--- src/rtl/rfu_pkg.sv ---
package rfu_pkg;
  typedef enum logic [1:0] {
    FN_SUM = 2'd0,
    FN_XOR = 2'd1,
    FN_OR  = 2'd2,
    FN_AND = 2'd3
  } fn_e;

  typedef enum logic {
    ST_LOOKUP = 1'b0,
    ST_RELOAD = 1'b1
  } st_e;
endpackage

--- src/rtl/rfu_settle_rf.sv ---
module rfu_settle_rf #(
  parameter int NUM_REGS = 8,
  parameter int DATA_W   = 16,
  parameter int SETTLE   = 3,
  localparam int AW = $clog2(NUM_REGS),
  localparam int CW = $clog2(SETTLE + 1)
) (
  input  logic                               clk_i,
  input  logic                               rst_ni,
  input  logic                               wr_en_i,
  input  logic [AW-1:0]                      wr_addr_i,
  input  logic [DATA_W-1:0]                  wr_data_i,
  output logic [NUM_REGS-1:0][DATA_W-1:0]    regs_o,
  output logic [NUM_REGS-1:0]                ready_o
);
  logic [NUM_REGS-1:0][CW-1:0] cnt_q;

  for (genvar r = 0; r < NUM_REGS; r++) begin : g_reg
    always_ff @(posedge clk_i or negedge rst_ni) begin
      if (!rst_ni) begin
        regs_o[r] <= '0;
        cnt_q[r]  <= '0;
      end else if (wr_en_i && wr_addr_i == AW'(r)) begin
        regs_o[r] <= wr_data_i;
        cnt_q[r]  <= CW'(SETTLE);
      end else if (cnt_q[r] != '0) begin
        cnt_q[r]  <= cnt_q[r] - 1'b1;
      end
    end
    assign ready_o[r] = (cnt_q[r] == '0);
  end

  if (SETTLE > 0) begin : g_settle_chk

    write_unsettles_chk: assert property (@(posedge clk_i) disable iff (!rst_ni)
      wr_en_i |=> !ready_o[$past(wr_addr_i)]);
  end
endmodule

--- src/rtl/rfu_op_row.sv ---
module rfu_op_row
  import rfu_pkg::*;
#(
  parameter int NUM_REGS = 8,
  parameter int DATA_W   = 16,
  parameter int OPC_W    = 4
) (
  input  logic                            clk_i,
  input  logic                            rst_ni,
  input  logic                            load_i,
  input  logic [OPC_W-1:0]                load_opc_i,
  input  logic [NUM_REGS-1:0]             load_mask_i,
  input  fn_e                             load_fn_i,
  input  logic [OPC_W-1:0]                opc_i,
  input  logic [NUM_REGS-1:0][DATA_W-1:0] regs_i,
  output logic                            valid_o,
  output logic                            hit_o,
  output logic [NUM_REGS-1:0]             mask_o,
  output logic [DATA_W-1:0]               value_o
);
  logic [OPC_W-1:0] tag_q;
  fn_e              fn_q;

  always_ff @(posedge clk_i or negedge rst_ni) begin
    if (!rst_ni) begin
      valid_o <= 1'b0;
      tag_q   <= '0;
      mask_o  <= '0;
      fn_q    <= FN_SUM;
    end else if (load_i) begin
      valid_o <= 1'b1;
      tag_q   <= load_opc_i;
      mask_o  <= load_mask_i;
      fn_q    <= load_fn_i;
    end
  end

  assign hit_o = valid_o && (tag_q == opc_i);

  // Row evaluates continuously from the shadow registers.
  always_comb begin
    value_o = (fn_q == FN_AND) ? '1 : '0;
    for (int r = 0; r < NUM_REGS; r++) begin
      if (mask_o[r]) begin
        unique case (fn_q)
          FN_SUM: value_o = value_o + regs_i[r];
          FN_XOR: value_o = value_o ^ regs_i[r];
          FN_OR:  value_o = value_o | regs_i[r];
          FN_AND: value_o = value_o & regs_i[r];
        endcase
      end
    end
  end
endmodule

--- src/rtl/rfu_lru.sv ---
module rfu_lru #(
  parameter int NUM_SLOTS = 4,
  localparam int SW = $clog2(NUM_SLOTS)
) (
  input  logic                 clk_i,
  input  logic                 rst_ni,
  input  logic                 touch_i,
  input  logic [SW-1:0]        touch_slot_i,
  input  logic [NUM_SLOTS-1:0] valid_i,
  output logic [SW-1:0]        victim_o
);
  logic [NUM_SLOTS-1:0][SW-1:0] rank_q;
  logic [NUM_SLOTS-1:0]         oldest;
  logic [SW-1:0]                touch_rank;

  assign touch_rank = rank_q[touch_slot_i];

  // rank 0 = most recent, NUM_SLOTS-1 = least recent
  for (genvar s = 0; s < NUM_SLOTS; s++) begin : g_rank
    always_ff @(posedge clk_i or negedge rst_ni) begin
      if (!rst_ni) begin
        rank_q[s] <= SW'(s);
      end else if (touch_i) begin
        if (touch_slot_i == SW'(s))       rank_q[s] <= '0;
        else if (rank_q[s] < touch_rank) rank_q[s] <= rank_q[s] + 1'b1;
      end
    end
    assign oldest[s] = (rank_q[s] == SW'(NUM_SLOTS - 1));
  end

  always_comb begin
    victim_o = '0;
    for (int s = NUM_SLOTS - 1; s >= 0; s--) begin
      if (oldest[s]) victim_o = SW'(s);
    end
    if (!(&valid_i)) begin
      for (int s = NUM_SLOTS - 1; s >= 0; s--) begin
        if (!valid_i[s]) victim_o = SW'(s);
      end
    end
  end


  lru_perm_chk: assert property (@(posedge clk_i) disable iff (!rst_ni)
    $countones(oldest) == 1);
endmodule

--- src/rtl/rfu_stall_ctrl.sv ---
module rfu_stall_ctrl
  import rfu_pkg::*;
#(
  parameter int NUM_REGS  = 8,
  parameter int DATA_W    = 16,
  parameter int OPC_W     = 4,
  parameter int NUM_SLOTS = 4,
  parameter int SETTLE    = 3,
  localparam int AW = $clog2(NUM_REGS),
  localparam int SW = $clog2(NUM_SLOTS)
) (
  input  logic                clk_i,
  input  logic                rst_ni,
  input  logic                wr_en_i,
  input  logic [AW-1:0]       wr_addr_i,
  input  logic [DATA_W-1:0]   wr_data_i,
  input  logic                issue_i,
  input  logic [OPC_W-1:0]    issue_opc_i,
  output logic                stall_o,
  output logic                done_o,
  output logic [DATA_W-1:0]   result_o,
  output logic                reload_req_o,
  output logic [OPC_W-1:0]    reload_opc_o,
  output logic [SW-1:0]       reload_slot_o,
  input  logic                reload_done_i,
  input  logic [NUM_REGS-1:0] reload_mask_i,
  input  logic [1:0]          reload_fn_i
);
  st_e                               state_q;
  logic [NUM_REGS-1:0][DATA_W-1:0]   regs;
  logic [NUM_REGS-1:0]               reg_ready;
  logic [NUM_SLOTS-1:0]              slot_valid;
  logic [NUM_SLOTS-1:0]              slot_hit;
  logic [NUM_SLOTS-1:0][NUM_REGS-1:0] slot_mask;
  logic [NUM_SLOTS-1:0][DATA_W-1:0]  slot_value;
  logic [SW-1:0]                     victim;
  logic [SW-1:0]                     hit_idx;
  logic                              any_hit;
  logic                              operands_ready;
  logic                              wr_conflict;
  logic                              load_fire;
  logic                              touch;
  logic [SW-1:0]                     touch_slot;

  rfu_settle_rf #(.NUM_REGS(NUM_REGS), .DATA_W(DATA_W), .SETTLE(SETTLE)) u_rf (
    .clk_i, .rst_ni, .wr_en_i, .wr_addr_i, .wr_data_i,
    .regs_o(regs), .ready_o(reg_ready)
  );

  assign load_fire = (state_q == ST_RELOAD) && reload_done_i;

  for (genvar s = 0; s < NUM_SLOTS; s++) begin : g_row
    rfu_op_row #(.NUM_REGS(NUM_REGS), .DATA_W(DATA_W), .OPC_W(OPC_W)) u_row (
      .clk_i, .rst_ni,
      .load_i      (load_fire && reload_slot_o == SW'(s)),
      .load_opc_i  (reload_opc_o),
      .load_mask_i (reload_mask_i),
      .load_fn_i   (fn_e'(reload_fn_i)),
      .opc_i       (issue_opc_i),
      .regs_i      (regs),
      .valid_o     (slot_valid[s]),
      .hit_o       (slot_hit[s]),
      .mask_o      (slot_mask[s]),
      .value_o     (slot_value[s])
    );
  end

  always_comb begin
    hit_idx = '0;
    for (int s = 0; s < NUM_SLOTS; s++) begin
      if (slot_hit[s]) hit_idx = SW'(s);
    end
  end

  assign any_hit        = |slot_hit;
  assign wr_conflict    = wr_en_i && slot_mask[hit_idx][wr_addr_i];
  assign operands_ready = ((slot_mask[hit_idx] & ~reg_ready) == '0) && !wr_conflict;

  assign done_o   = (state_q == ST_LOOKUP) && issue_i && any_hit && operands_ready;
  assign stall_o  = (state_q == ST_RELOAD) || (issue_i && !done_o);
  assign result_o = slot_value[hit_idx];
  assign reload_req_o = (state_q == ST_RELOAD);

  assign touch      = done_o || load_fire;
  assign touch_slot = load_fire ? reload_slot_o : hit_idx;

  rfu_lru #(.NUM_SLOTS(NUM_SLOTS)) u_lru (
    .clk_i, .rst_ni,
    .touch_i      (touch),
    .touch_slot_i (touch_slot),
    .valid_i      (slot_valid),
    .victim_o     (victim)
  );

  always_ff @(posedge clk_i or negedge rst_ni) begin
    if (!rst_ni) begin
      state_q       <= ST_LOOKUP;
      reload_opc_o  <= '0;
      reload_slot_o <= '0;
    end else begin
      unique case (state_q)
        ST_LOOKUP: if (issue_i && !any_hit) begin
          state_q       <= ST_RELOAD;
          reload_opc_o  <= issue_opc_i;
          reload_slot_o <= victim;
        end
        ST_RELOAD: if (reload_done_i) state_q <= ST_LOOKUP;
      endcase
    end
  end


  tag_unique_chk: assert property (@(posedge clk_i) disable iff (!rst_ni)
    $onehot0(slot_hit));

  done_gate_chk: assert property (@(posedge clk_i) disable iff (!rst_ni)
    done_o |-> (issue_i && !stall_o));

  reload_stalls_chk: assert property (@(posedge clk_i) disable iff (!rst_ni)
    reload_req_o |-> stall_o);

  reload_hold_chk: assert property (@(posedge clk_i) disable iff (!rst_ni)
    (reload_req_o && !reload_done_i) |=>
      (reload_req_o && $stable(reload_opc_o) && $stable(reload_slot_o)));

  miss_to_reload_chk: assert property (@(posedge clk_i) disable iff (!rst_ni)
    (!reload_req_o && issue_i && !any_hit) |=> reload_req_o);
endmodule

--- config.mk ---
export PLATFORM = sky130hd
export DESIGN_NAME = rfu_stall_ctrl
export DESIGN_NICKNAME = d
export VERILOG_FILES = /design/src/rtl/rfu_pkg.sv /design/src/rtl/rfu_settle_rf.sv /design/src/rtl/rfu_op_row.sv /design/src/rtl/rfu_lru.sv /design/src/rtl/rfu_stall_ctrl.sv
export SDC_FILE = /design/constraint.sdc
export NUM_CORES = 2
export LEC_CHECK = 0
export BUFFER_PORTS_ARGS = -buffer_cell sky130_fd_sc_hd__clkbuf_2
export CORE_ASPECT_RATIO = 0.75
export CORE_MARGIN = 5
export CORE_UTILIZATION = 30
export DETAILED_ROUTE_END_ITERATION = 12
export GPL_ROUTABILITY_DRIVEN = 0
export HOLD_SLACK_MARGIN = 0.15
export PLACE_DENSITY_LB_ADDON = 0.2
export SYNTH_ARGS = -nofsm -noshare
export SYNTH_HDL_FRONTEND = slang
export SYNTH_SLANG_ARGS = --single-unit
--- constraint.sdc ---
create_clock -name clk_i -period 16.65 [get_ports clk_i]
set_input_delay 0.8325 -clock clk_i [delete_from_list [all_inputs] [get_ports clk_i]]
set_output_delay 0.8325 -clock clk_i [all_outputs]
set_load 0.03 [all_outputs]
==> impl_metrics.toml <==
[drt]
wl_per_cell_microns = 27.4
avgViaCountPerCell = 6.03
drc = 0
dr_total_vias = 64200
ant_nets = 0
firstDrtPassIters = 6
drtIter0Drc = 9141
drt-total-wl_microns = 292000

[sta]
finalSetupViolCount = 0
rsz0062_at_grt = "yes"
slew_violations = 0
min_period_ns = 16.17
finalHoldViolations = 0
fin_tns_setup_ns = 0
worstMarginPinSlew_ns = 1.29
period_share_pct = 97.1
fin_skew_ns = 0.0160
relSlewSlack_pct = 13.6
fmax_mhz = 61.8
holdWs_ns = 0.216

[cells_and_area]
layout_common_cells = "ha_1, nand2_1, inv_1, o21ai_0, a21oi_1"
finalNetCount = 9103
synthToLayoutAreaGrowth_pct = 9.07
post_route_cells_drive_above_1_share_pct = 9.68
mostFrequentLayoutCell = "ha_1"

[cts]
cts_max_path_buffers = 3
root_buffer = "clkbuf_16"
cts_htree_levels = 2
cts.sinks = 219
cts_buffers = 35
clock_latency_ns = 0.65
cts.reportedPaths.clkPinSlew_ns = 0.06
cts_tree = "done"

[critical_path]
r2r_setup_slack_ns = 12.44
cp_top_family = "compound AO/OA/AOI/OAI gates"
critPathSlowestCell = "o21ai_1"
cpPeakStageDelay_ns = 0.67
worstSetupEndpointType = "output pin"
worstSetupPathType = "reg -> out"
arrival_ns = 15.34
path_max_fanout = 10
cp.depth = 57
critPathMostFrequentCell = "inv_1"
required_ns = 15.82
r2r_cells = 13
cp-start-kind = "flop"
cp.buffers_inverters = 9

[global_route]
grt_max_degree = 160
grt_pass1_wl_microns = 413000
antenna_found_initial = 23
grt_use_total_pct = 27.3
grt_pass1_vias = 57300
overflow = 0

[logic_synthesis]
ys_seq_area_share_pct = 9.39
synth_edf_count = 0
ys_types = 113
synthArstFlopShare_pct = 100
syn_area_per_cell_sq_um = 7.16
ys_ff_latch = 219
syn_nets = 9207
synthCells = 8153
yosys_warnings = 0
dominantRegCellSynth = "dfrtp_1"
netlist_area_sq_um = 58400

[placed_design]
port_buffers = 62
dpl.hpwl_microns = 228000

[die]
core_area_sq_um = 194000
rows = 140
start_util_pct = 30.1
die_h_microns = 392
die_w_microns = 519
dieArea_sq_um = 204000
boundaryPins = 63

[worst_hold_path]
hold_class = "in -> async"

[status]
status = "finished clean"

[flow_run]
maxCapViolCount = 0
==> repair_timing <==
action / CTS / global route
gates cloned: 0 / 0
gates resized for setup: 10 / 124
pin swaps: 0 / 10
endpoints found under the setup margin: 1 / 6
setup buffers: 0 / 5
hold buffers: 0 / 0
==> cells in the mapped netlist, drive strengths merged (31+ instances only) <==
library cell | n | area share, %
clkbuf | 196 | 1.3
nor4 | 34 | 0.39
o22ai | 47 | 0.50
o211ai | 318 | 4.1
a31oi | 75 | 0.81
and3 | 51 | 0.55
o2bb2ai | 31 | 0.48
a21oi | 574 | 4.9
a21o | 120 | 1.5
mux2 | 153 | 3.0
a21boi | 36 | 0.46
nand4 | 36 | 0.39
inv | 821 | 5.3
mux2i | 165 | 2.8
nand2b | 74 | 0.79
dfrtp | 215 | 9.2
ha | 988 | 21
nor2b | 99 | 1.1
buf | 258 | 2.2
o21a | 129 | 1.7
a311oi | 35 | 0.54
or2 | 38 | 0.41
xnor2 | 171 | 2.6
nor2 | 570 | 3.7
xor2 | 112 | 1.7
nor3 | 127 | 1.1
nand3 | 153 | 1.3
o21ai | 781 | 6.7
nand2 | 863 | 5.6
o31ai | 46 | 0.62
a211oi | 123 | 1.6
or3 | 74 | 0.79
o2111ai | 52 | 0.78
==> stage by stage <==
stage          instance area, sq um  instances  worst slack (ns)  utilization [%]
2_1_floorplan                 58400       8153              2.89                -
3_3_place_gp                  61900      10600            -0.359             31.9
3_5_place_dp                  61900      10600             0.276             31.9
4_1_cts                       63100      10600            0.0273             32.6
5_1_grt                       63700      10600           -0.0524             32.8
6_report                      63700      10600             0.478             32.8
==> worst reg2reg max path, delay by kind of cell, from the launching register on <==
| family | cells | cell delay [ns] |
|---|---|---|
| DFF | 1 | 0.38 |
| buffers and inverters | 1 | 0.20 |
| and+or+nand+nor | 3 | 0.72 |
| adders and majority gates | 1 | 0.37 |
| xor gates and xnor gates | 1 | 0.18 |
| AOI/OAI and AO/OA | 7 | 2.25 |
==> worst paths after layout <==
kind / start / to
min in group clk_i: reload_done_i / reload_req_o$_DFF_PN0_
min reg2reg: u_rf.cnt_q[5]$_DFFE_PN0P_ / u_rf.cnt_q[5]$_DFFE_PN0P_
min: rst_ni / u_lru.rank_q[4]$_DFFE_PN0P_
max in group asynchronous: rst_ni / u_rf.regs_o[41]$_DFFE_PN0P_
max reg2reg: g_row[2].u_row.tag_q[3]$_DFFE_PN0P_ / u_lru.rank_q[4]$_DFFE_PN0P_
max: g_row[1].u_row.fn_q[0]$_DFFE_PN0P_ / result_o[11]
==> metal layers <==
layer	up-vias	share of wire (%)	routed length, microns	GRT usage [%]
met5	-	0.042	123	0.142
met4	12	4.0	11600	9.25
met3	457	12	36400	7.45
met2	3668	38	110000	37.1
met1	30900	46	133000	40.5
li1	29100	-	-	-
==> sequential cells by signal, summed over array words and instances, names as in the netlist <==
register             cells
g_row.u_row.tag_q       16
u_rf.regs_o            128
reload_req_o             1
g_row.u_row.fn_q         8
u_rf.cnt_q              16
g_row.u_row.mask_o      32
g_row.u_row.valid_o      4
reload_opc_o             4
reload_slot_o            2
u_lru.rank_q             8
==> final cells by class <==
type                    instances  area, sq um
fillers                     20700       130000
multi-input cells            6652        48400
flip-flops and latches        219         5520
well taps                    2556         3200
inverters                     828         3130
repair buffers                313         2280
clock buffers                  44          960
clock inverters                19          213
diodes                          8         20.0
==> cell families (layout without fill, tap and decap cells) <==
kind of cell	count (synthesis)	after routing	synth area share [%]
AO/OA/AOI/OAI	2768	2768	31.0
XOR/XNOR	283	283	4.24
adder cells (fa/ha/maj)	1016	1016	22.1
buffers and inverters	1282	1204	8.75
flip-flops	219	219	9.39
multiplexers	344	344	6.78
other	0	8	0
AND/OR/NAND/NOR	2241	2241	17.7
Power is not shown: default switching activity piles up to over one toggle a cycle in this logic, so the estimate is an artifact.
